File: config.mk
export PLATFORM = sky130hd
export DESIGN_NAME = lcd_cmd_addr
export DESIGN_NICKNAME = d
export VERILOG_FILES = /design/src/rtl/lcd_cmd_pkg.sv /design/src/rtl/lcd_reset_seq.sv /design/src/rtl/lcd_byte_decode.sv /design/src/rtl/lcd_addr_gen.sv /design/src/rtl/lcd_cmd_addr.sv
export SDC_FILE = /design/constraint.sdc
export NUM_CORES = 1
export LEC_CHECK = 0
export BUFFER_PORTS_ARGS = -buffer_cell sky130_fd_sc_hd__buf_4
export CORE_UTILIZATION = 35
export DETAILED_ROUTE_END_ITERATION = 10
export GPL_TIMING_DRIVEN = 0
export PLACE_DENSITY = 0.56
export SYNTH_ARGS = -nofsm -noshare
export SYNTH_HDL_FRONTEND = slang
export SYNTH_SLANG_ARGS = --single-unit
File: constraint.sdc
create_clock -name clk -period 3.05 [get_ports clk]
set_input_delay 0.61 -clock clk [delete_from_list [all_inputs] [get_ports clk]]
set_output_delay 0.61 -clock clk [all_outputs]
set_load 0.005 [all_outputs]
File: src/rtl/lcd_cmd_pkg.sv
`timescale 1ns/1ps
package lcd_cmd_pkg;

    // Power-on sequencer states
    typedef enum logic {
        SEQ_WAIT = 1'b0,
        SEQ_RUN  = 1'b1
    } seq_state_e;

    // Classification of an accepted byte
    typedef enum logic [1:0] {
        BK_NONE   = 2'd0,
        BK_CTRL   = 2'd1,
        BK_COLUMN = 2'd2,
        BK_DATA   = 2'd3
    } byte_kind_e;

    // Display mode, encoded as {D,E}
    typedef enum logic [1:0] {
        MODE_BLANK   = 2'b00,
        MODE_ALLON   = 2'b01,
        MODE_NORMAL  = 2'b10,
        MODE_INVERSE = 2'b11
    } disp_mode_e;

    typedef enum logic {
        DIR_HORIZ = 1'b0,
        DIR_VERT  = 1'b1
    } addr_dir_e;

    typedef struct packed {
        disp_mode_e mode;
        logic       pd;
        addr_dir_e  dir;
    } ctrl_t;

    localparam ctrl_t CTRL_CLEARED = '{mode: MODE_BLANK, pd: 1'b1, dir: DIR_HORIZ};

endpackage

File: src/rtl/lcd_reset_seq.sv
`timescale 1ns/1ps
module lcd_reset_seq
    import lcd_cmd_pkg::*;
#(
    parameter int SYNC_EDGES = 2
) (
    input  logic clk,
    input  logic por_n,
    output logic running
);
    localparam int CW = (SYNC_EDGES < 2) ? 1 : $clog2(SYNC_EDGES);
    localparam logic [CW-1:0] LAST = CW'(SYNC_EDGES - 1);

    seq_state_e      state_q, state_d;
    logic [CW-1:0]   cnt_q, cnt_d;

    // State register
    always_ff @(posedge clk or negedge por_n) begin
        if (!por_n) begin
            state_q <= SEQ_WAIT;
            cnt_q   <= '0;
        end else begin
            state_q <= state_d;
            cnt_q   <= cnt_d;
        end
    end

    // Next state: count edges after release, then run
    always_comb begin
        state_d = state_q;
        cnt_d   = cnt_q;
        unique case (state_q)
            SEQ_WAIT: begin
                if (cnt_q == LAST) begin
                    state_d = SEQ_RUN;
                end else begin
                    cnt_d = cnt_q + 1'b1;
                end
            end
            SEQ_RUN: begin
                state_d = SEQ_RUN;
            end
            default: state_d = SEQ_WAIT;
        endcase
    end

    // Output process
    always_comb begin
        unique case (state_q)
            SEQ_RUN:  running = 1'b1;
            default:  running = 1'b0;
        endcase
    end


    ready_after_count_chk: assert property (@(posedge clk) disable iff (!por_n)
        $rose(running) |-> ($past(cnt_q) == LAST));


    run_is_sticky_chk: assert property (@(posedge clk) disable iff (!por_n)
        running |=> running);

endmodule

File: src/rtl/lcd_byte_decode.sv
`timescale 1ns/1ps
module lcd_byte_decode
    import lcd_cmd_pkg::*;
#(
    parameter int COL_MAX = 100,
    parameter int ROW_MAX = 4,
    parameter int COL_W   = 7,
    parameter int ROW_W   = 3
) (
    input  logic              enable,
    input  logic              in_valid,
    input  logic              in_cmd,
    input  logic [7:0]        in_byte,
    output byte_kind_e        kind,
    output ctrl_t             ctrl_val,
    output logic [ROW_W-1:0]  row_val,
    output logic [COL_W-1:0]  col_val
);
    int raw_row;
    int raw_col;

    // Byte classification
    always_comb begin
        kind = BK_NONE;
        if (enable && in_valid) begin
            unique case ({in_cmd, in_byte[7]})
                2'b10:   kind = BK_CTRL;
                2'b11:   kind = BK_COLUMN;
                default: kind = BK_DATA;
            endcase
        end
    end

    // Field extraction with clamping
    always_comb begin
        raw_row  = int'(in_byte[2:0]);
        raw_col  = int'(in_byte[6:0]);
        row_val  = ROW_W'((raw_row > ROW_MAX) ? ROW_MAX : raw_row);
        col_val  = COL_W'((raw_col > COL_MAX) ? COL_MAX : raw_col);
        ctrl_val.mode = disp_mode_e'({in_byte[5], in_byte[6]});
        ctrl_val.pd   = in_byte[4];
        ctrl_val.dir  = in_byte[3] ? DIR_VERT : DIR_HORIZ;
    end


    row_clamp_chk: assert final (int'(row_val) <= ROW_MAX);

    col_clamp_chk: assert final (int'(col_val) <= COL_MAX);

endmodule

File: src/rtl/lcd_addr_gen.sv
`timescale 1ns/1ps
module lcd_addr_gen
    import lcd_cmd_pkg::*;
#(
    parameter int COL_MAX = 100,
    parameter int ROW_MAX = 4,
    parameter int COL_W   = 7,
    parameter int ROW_W   = 3
) (
    input  logic              clk,
    input  logic              por_n,
    input  logic              clr,
    input  byte_kind_e        kind,
    input  logic [ROW_W-1:0]  row_val,
    input  logic [COL_W-1:0]  col_val,
    input  addr_dir_e         dir,
    input  logic [7:0]        wdata,
    output logic [COL_W-1:0]  col_q,
    output logic [ROW_W-1:0]  row_q,
    output logic              we_q,
    output logic [COL_W-1:0]  wcol_q,
    output logic [ROW_W-1:0]  wrow_q,
    output logic [7:0]        wdata_q
);
    localparam logic [COL_W-1:0] COL_END = COL_W'(COL_MAX);
    localparam logic [ROW_W-1:0] ROW_END = ROW_W'(ROW_MAX);

    logic [COL_W-1:0] col_d, col_inc;
    logic [ROW_W-1:0] row_d, row_inc;
    logic             col_last, row_last;

    assign col_last = (col_q == COL_END);
    assign row_last = (row_q == ROW_END);
    assign col_inc  = col_last ? '0 : col_q + 1'b1;
    assign row_inc  = row_last ? '0 : row_q + 1'b1;

    // Next address
    always_comb begin
        col_d = col_q;
        row_d = row_q;
        unique case (kind)
            BK_CTRL:   row_d = row_val;
            BK_COLUMN: col_d = col_val;
            BK_DATA: begin
                if (dir == DIR_HORIZ) begin
                    col_d = col_inc;
                    if (col_last) row_d = row_inc;
                end else begin
                    row_d = row_inc;
                    if (row_last) col_d = col_inc;
                end
            end
            default: ;
        endcase
    end

    // Pointer registers
    always_ff @(posedge clk or negedge por_n) begin
        if (!por_n) begin
            col_q <= '0;
            row_q <= '0;
        end else if (clr) begin
            col_q <= '0;
            row_q <= '0;
        end else begin
            col_q <= col_d;
            row_q <= row_d;
        end
    end

    // Write strobe with the pre-increment address
    always_ff @(posedge clk or negedge por_n) begin
        if (!por_n) begin
            we_q    <= 1'b0;
            wcol_q  <= '0;
            wrow_q  <= '0;
            wdata_q <= '0;
        end else begin
            we_q <= (kind == BK_DATA) && !clr;
            if (kind == BK_DATA) begin
                wcol_q  <= col_q;
                wrow_q  <= row_q;
                wdata_q <= wdata;
            end
        end
    end


    strobe_follows_data_chk: assert property (@(posedge clk) disable iff (!por_n)
        (kind == BK_DATA && !clr) |=> (we_q && wcol_q == $past(col_q) && wrow_q == $past(row_q)));


    horiz_step_chk: assert property (@(posedge clk) disable iff (!por_n)
        (kind == BK_DATA && !clr && dir == DIR_HORIZ && !col_last)
        |=> (col_q == $past(col_q) + 1'b1 && row_q == $past(row_q)));


    vert_step_chk: assert property (@(posedge clk) disable iff (!por_n)
        (kind == BK_DATA && !clr && dir == DIR_VERT && !row_last)
        |=> (row_q == $past(row_q) + 1'b1 && col_q == $past(col_q)));


    idle_hold_chk: assert property (@(posedge clk) disable iff (!por_n)
        (kind == BK_NONE && !clr) |=> ($stable(col_q) && $stable(row_q) && !we_q));


    addr_range_chk: assert property (@(posedge clk) disable iff (!por_n)
        (col_q <= COL_END) && (row_q <= ROW_END));

endmodule

File: src/rtl/lcd_cmd_addr.sv
`timescale 1ns/1ps
module lcd_cmd_addr
    import lcd_cmd_pkg::*;
#(
    parameter int COL_MAX    = 100,
    parameter int ROW_MAX    = 4,
    parameter int SYNC_EDGES = 2,
    localparam int COL_W     = $clog2(COL_MAX + 1),
    localparam int ROW_W     = $clog2(ROW_MAX + 1)
) (
    input  logic             clk,
    input  logic             por_n,
    input  logic             in_valid,
    input  logic             in_cmd,
    input  logic [7:0]       in_byte,
    output logic             ready,
    output logic             pwr_down,
    output logic [1:0]       disp_mode,
    output logic             vert_addr,
    output logic [COL_W-1:0] cur_col,
    output logic [ROW_W-1:0] cur_row,
    output logic             ram_we,
    output logic [COL_W-1:0] ram_col,
    output logic [ROW_W-1:0] ram_row,
    output logic [7:0]       ram_wdata
);
    logic             running;
    byte_kind_e       kind;
    ctrl_t            dec_ctrl;
    ctrl_t            ctrl_q;
    logic [ROW_W-1:0] dec_row;
    logic [COL_W-1:0] dec_col;

    lcd_reset_seq #(.SYNC_EDGES(SYNC_EDGES)) u_seq (
        .clk     (clk),
        .por_n   (por_n),
        .running (running)
    );

    lcd_byte_decode #(
        .COL_MAX(COL_MAX), .ROW_MAX(ROW_MAX), .COL_W(COL_W), .ROW_W(ROW_W)
    ) u_dec (
        .enable   (running),
        .in_valid (in_valid),
        .in_cmd   (in_cmd),
        .in_byte  (in_byte),
        .kind     (kind),
        .ctrl_val (dec_ctrl),
        .row_val  (dec_row),
        .col_val  (dec_col)
    );

    // Control register: cleared to power-down while the sequencer waits
    always_ff @(posedge clk or negedge por_n) begin
        if (!por_n) begin
            ctrl_q <= CTRL_CLEARED;
        end else if (!running) begin
            ctrl_q <= CTRL_CLEARED;
        end else if (kind == BK_CTRL) begin
            ctrl_q <= dec_ctrl;
        end
    end

    lcd_addr_gen #(
        .COL_MAX(COL_MAX), .ROW_MAX(ROW_MAX), .COL_W(COL_W), .ROW_W(ROW_W)
    ) u_addr (
        .clk     (clk),
        .por_n   (por_n),
        .clr     (!running),
        .kind    (kind),
        .row_val (dec_row),
        .col_val (dec_col),
        .dir     (ctrl_q.dir),
        .wdata   (in_byte),
        .col_q   (cur_col),
        .row_q   (cur_row),
        .we_q    (ram_we),
        .wcol_q  (ram_col),
        .wrow_q  (ram_row),
        .wdata_q (ram_wdata)
    );

    assign ready     = running;
    assign pwr_down  = ctrl_q.pd;
    assign disp_mode = ctrl_q.mode;
    assign vert_addr = (ctrl_q.dir == DIR_VERT);


    pd_until_ready_chk: assert property (@(posedge clk) disable iff (!por_n)
        !ready |-> (pwr_down && disp_mode == 2'b00 && !vert_addr));


    no_write_before_ready_chk: assert property (@(posedge clk) disable iff (!por_n)
        !ready |=> !ram_we);


    ctrl_load_chk: assert property (@(posedge clk) disable iff (!por_n)
        (ready && in_valid && in_cmd && !in_byte[7])
        |=> (pwr_down == $past(in_byte[4]) && vert_addr == $past(in_byte[3])
             && disp_mode == {$past(in_byte[5]), $past(in_byte[6])}));


    col_cmd_keeps_ctrl_chk: assert property (@(posedge clk) disable iff (!por_n)
        (ready && in_valid && in_cmd && in_byte[7]) |=> ($stable(ctrl_q) && $stable(cur_row)));

endmodule

==> flow_metrics.tcl <==
set metrics [dict create \
    viasPerCell 5.01 \
    drt_pass1_iterations 4 \
    grt_pass1_vias 1501 \
    ys_types 48 \
    clock.fmax_mhz 548 \
    synth_edf_count 0 \
    leakage_nw 1.13 \
    cts.clk_slew.worst_paths_ps 60 \
    seq_area_frac_synth 0.491 \
    cts_tree "yes" \
    ctsHoldBuffers 0 \
    die_h_um 73.5 \
    crit_fanout 6 \
    seq_area_um2 877 \
    synth.cell_area_um2 1790 \
    ys.warnings.count 0 \
    num_vias 1563 \
    cts_root_buf "clkbuf_8" \
    h-tree-depth 2 \
    cap_viol_max_count 0 \
    maxSlewHeadroom 0.660 \
    dieArea_um2 5390 \
    syn_area_per_cell_um2 9.31 \
    cellPowerDensity_nw_per_um2 650 \
    fin_crit_sh 0.598 \
    rows 25 \
    synth_area_leaders "dfrtp_1, nand2_1, ha_1" \
    hold_class "primary input to async pin" \
    finalSetupTns_ps 0 \
    cts_resized 0 \
    setup_viol 0 \
    cts_buffers 5 \
    globalRouteTotalUtil 0.193 \
    worst_pin_slew_ps 509 \
    grt_first_pass_wirelength_um 7790 \
    fin_ws_ps 1230 \
    multiInputGateArea_um2 851 \
    hold_violations 0 \
    ir_drop_v 0.000309 \
    portBuffers 45 \
    synth-async-reset-ratio 1.00 \
    chipWidth_um 73.5 \
    nFillCells 508 \
    netlist_top_cells_count "nand2_1, dfrtp_1, nand3_1" \
    final.min_clock_period_ps 1820 \
    initial_core_util 0.371 \
    nNetsFinal 260 \
    synth.most_common_cell "nand2_1" \
    yosys.area.top_type "dfrtp_1" \
    layout.cells.non_filler 312 \
    grt_start_max_net_pins 36 \
    cts_setup_buffers 0 \
    core_area_um2 4820 \
    synth_top_area_frac 0.476 \
    dpl.hpwl_um 3310 \
    drt_iter0_drc 121 \
    syn-num-nets 208 \
    place_inst 304 \
    syn_to_final_growth_pct 28.7 \
    cts_sinks 35 \
    setup.worst_path.end_class "register" \
    antenna_found_initial 0 \
    gp_congestion 0.819 \
    skew_ps 6.64 \
    pin_count 46 \
    startpoint_type "register" \
    drc 0 \
    wl_um 4630 \
    crit_arrival_ps 2020 \
    cts_max_path_buffers 2 \
    diodes 0 \
    placed_cell_area_um2 2210 \
    synthCells 192 \
    rsz0062_at_grt "false" \
    synth_ff_type "dfrtp_1" \
    ant_nets 0 \
    final_cell_area_um2 2300 \
    grt_overflow_total 0 \
    maxSlewViolCount 0 \
    place_ws_ps 1190 \
    wl_per_cell_um 14.8 \
    status "finished, final reports clean" \
    ys_ff_latch 35 \
    crit_type "register to register" \
    cp_data_required_time_ps 3250 \
    clk_latency_ps 290 \
    drive_gt1_frac 0.253 \
]
## power by group
group | internal [mW] | total (mW) | leakage (nW) | switching (mW)
sequential | 0.568 | 0.695 | 0.427 | 0.127
combinational | 0.252 | 0.457 | 0.652 | 0.206
clock | 0.182 | 0.344 | 0.0482 | 0.162
## cells by family (layout without fill, tap and decap cells)
| group | count (synthesis) | count (layout) | share of synthesized area |
|---|---|---|---|
| mux | 4 | 4 | 0.0224 |
| compound gates | 40 | 40 | 0.165 |
| buf+inv | 15 | 68 | 0.0329 |
| flops | 35 | 35 | 0.491 |
| simple gates | 94 | 94 | 0.261 |
| fa+ha+maj | 4 | 4 | 0.0280 |
## critical path, cell delays in order, from the launching register on
cell and delay [ps]:
dfrtp_1 400, inv_1 80, ha_1 230, a21boi_1 420, a211o_1 320, o21ai_0 120, o22ai_1 170
## registers in the layout (all words and copies together) (netlist names)
name / cells
u_seq.state_q: 1
u_addr.col_q: 7
u_addr.wdata_q: 8
u_seq.cnt_q: 1
u_addr.wrow_q: 3
u_addr.row_q: 3
u_addr.wcol_q: 7
pwr_down: 1
disp_mode: 2
vert_addr: 1
u_addr.we_q: 1
## layout make-up
| cell class | instances | area share |
|---|---|---|
| sequential | 35 | 0.381 |
| multi-input combinational | 142 | 0.370 |
| buffer | 6 | 0.0109 |
| inverter | 9 | 0.0147 |
| tap | 67 | 0.0365 |
| timing repair buffer | 45 | 0.147 |
| clock inverter | 1 | 0.00218 |
| clock buffer | 7 | 0.0375 |
## worst paths after layout
path | slack, ps | cells after the start | startpoint | endpoint
worst max-delay path | 1230 | 6 | u_addr.row_q[0]$_DFFE_PN0P_ | u_addr.col_q[2]$_DFFE_PN0P_
worst min-delay path | 270 | 1 | por_n | u_addr.wcol_q[1]$_DFFE_PN0P_
worst max register to register | 1230 | 6 | u_addr.row_q[0]$_DFFE_PN0P_ | u_addr.col_q[2]$_DFFE_PN0P_
worst min register to register | 460 | 1 | u_seq.cnt_q$_DFFE_PN0N_ | u_seq.state_q$_DFF_PN0_
max in group asynchronous | 2430 | 1 | por_n | pwr_down$_DFFE_PN1P_
min in group clk | 460 | 1 | u_seq.cnt_q$_DFFE_PN0N_ | u_seq.state_q$_DFF_PN0_
## metal layers
layer	part of all wire	GRT usage	vias up
li1	-	-	780
met1	0.48	0.274	741
met2	0.46	0.292	37
met3	0.040	0.0398	5
met4	0.015	0.0662	0
met5	0	0	-
## cells in the final DEF (no fill, tap or decap), types with 2 or more instances in the layout
cell type,instances
a211oi_1,2
ha_1,4
nand2_1,60
clkbuf_1,4
a311oi_1,2
o21ai_1,5
nor2_1,3
o21a_1,2
inv_1,8
o211ai_1,3
a31oi_1,2
and3_1,2
a21oi_1,2
buf_2,2
nand3_1,9
a21boi_0,2
mux2i_1,4
nor2b_1,5
clkbuf_8,6
buf_4,45
o21ai_0,6
o2111ai_1,2
dfrtp_1,34
a22oi_1,3
nand4_1,2
## stage by stage
stage          utilization  power (mW)  hold slack (ps)
2_1_floorplan            -       0.903              314
3_3_place_gp         0.458        1.16              433
3_5_place_dp         0.458        1.16              440
4_1_cts              0.477        1.52              288
5_1_grt              0.477        1.60              314
6_report             0.477        1.50              275
Power figures use the tool's default switching activity.
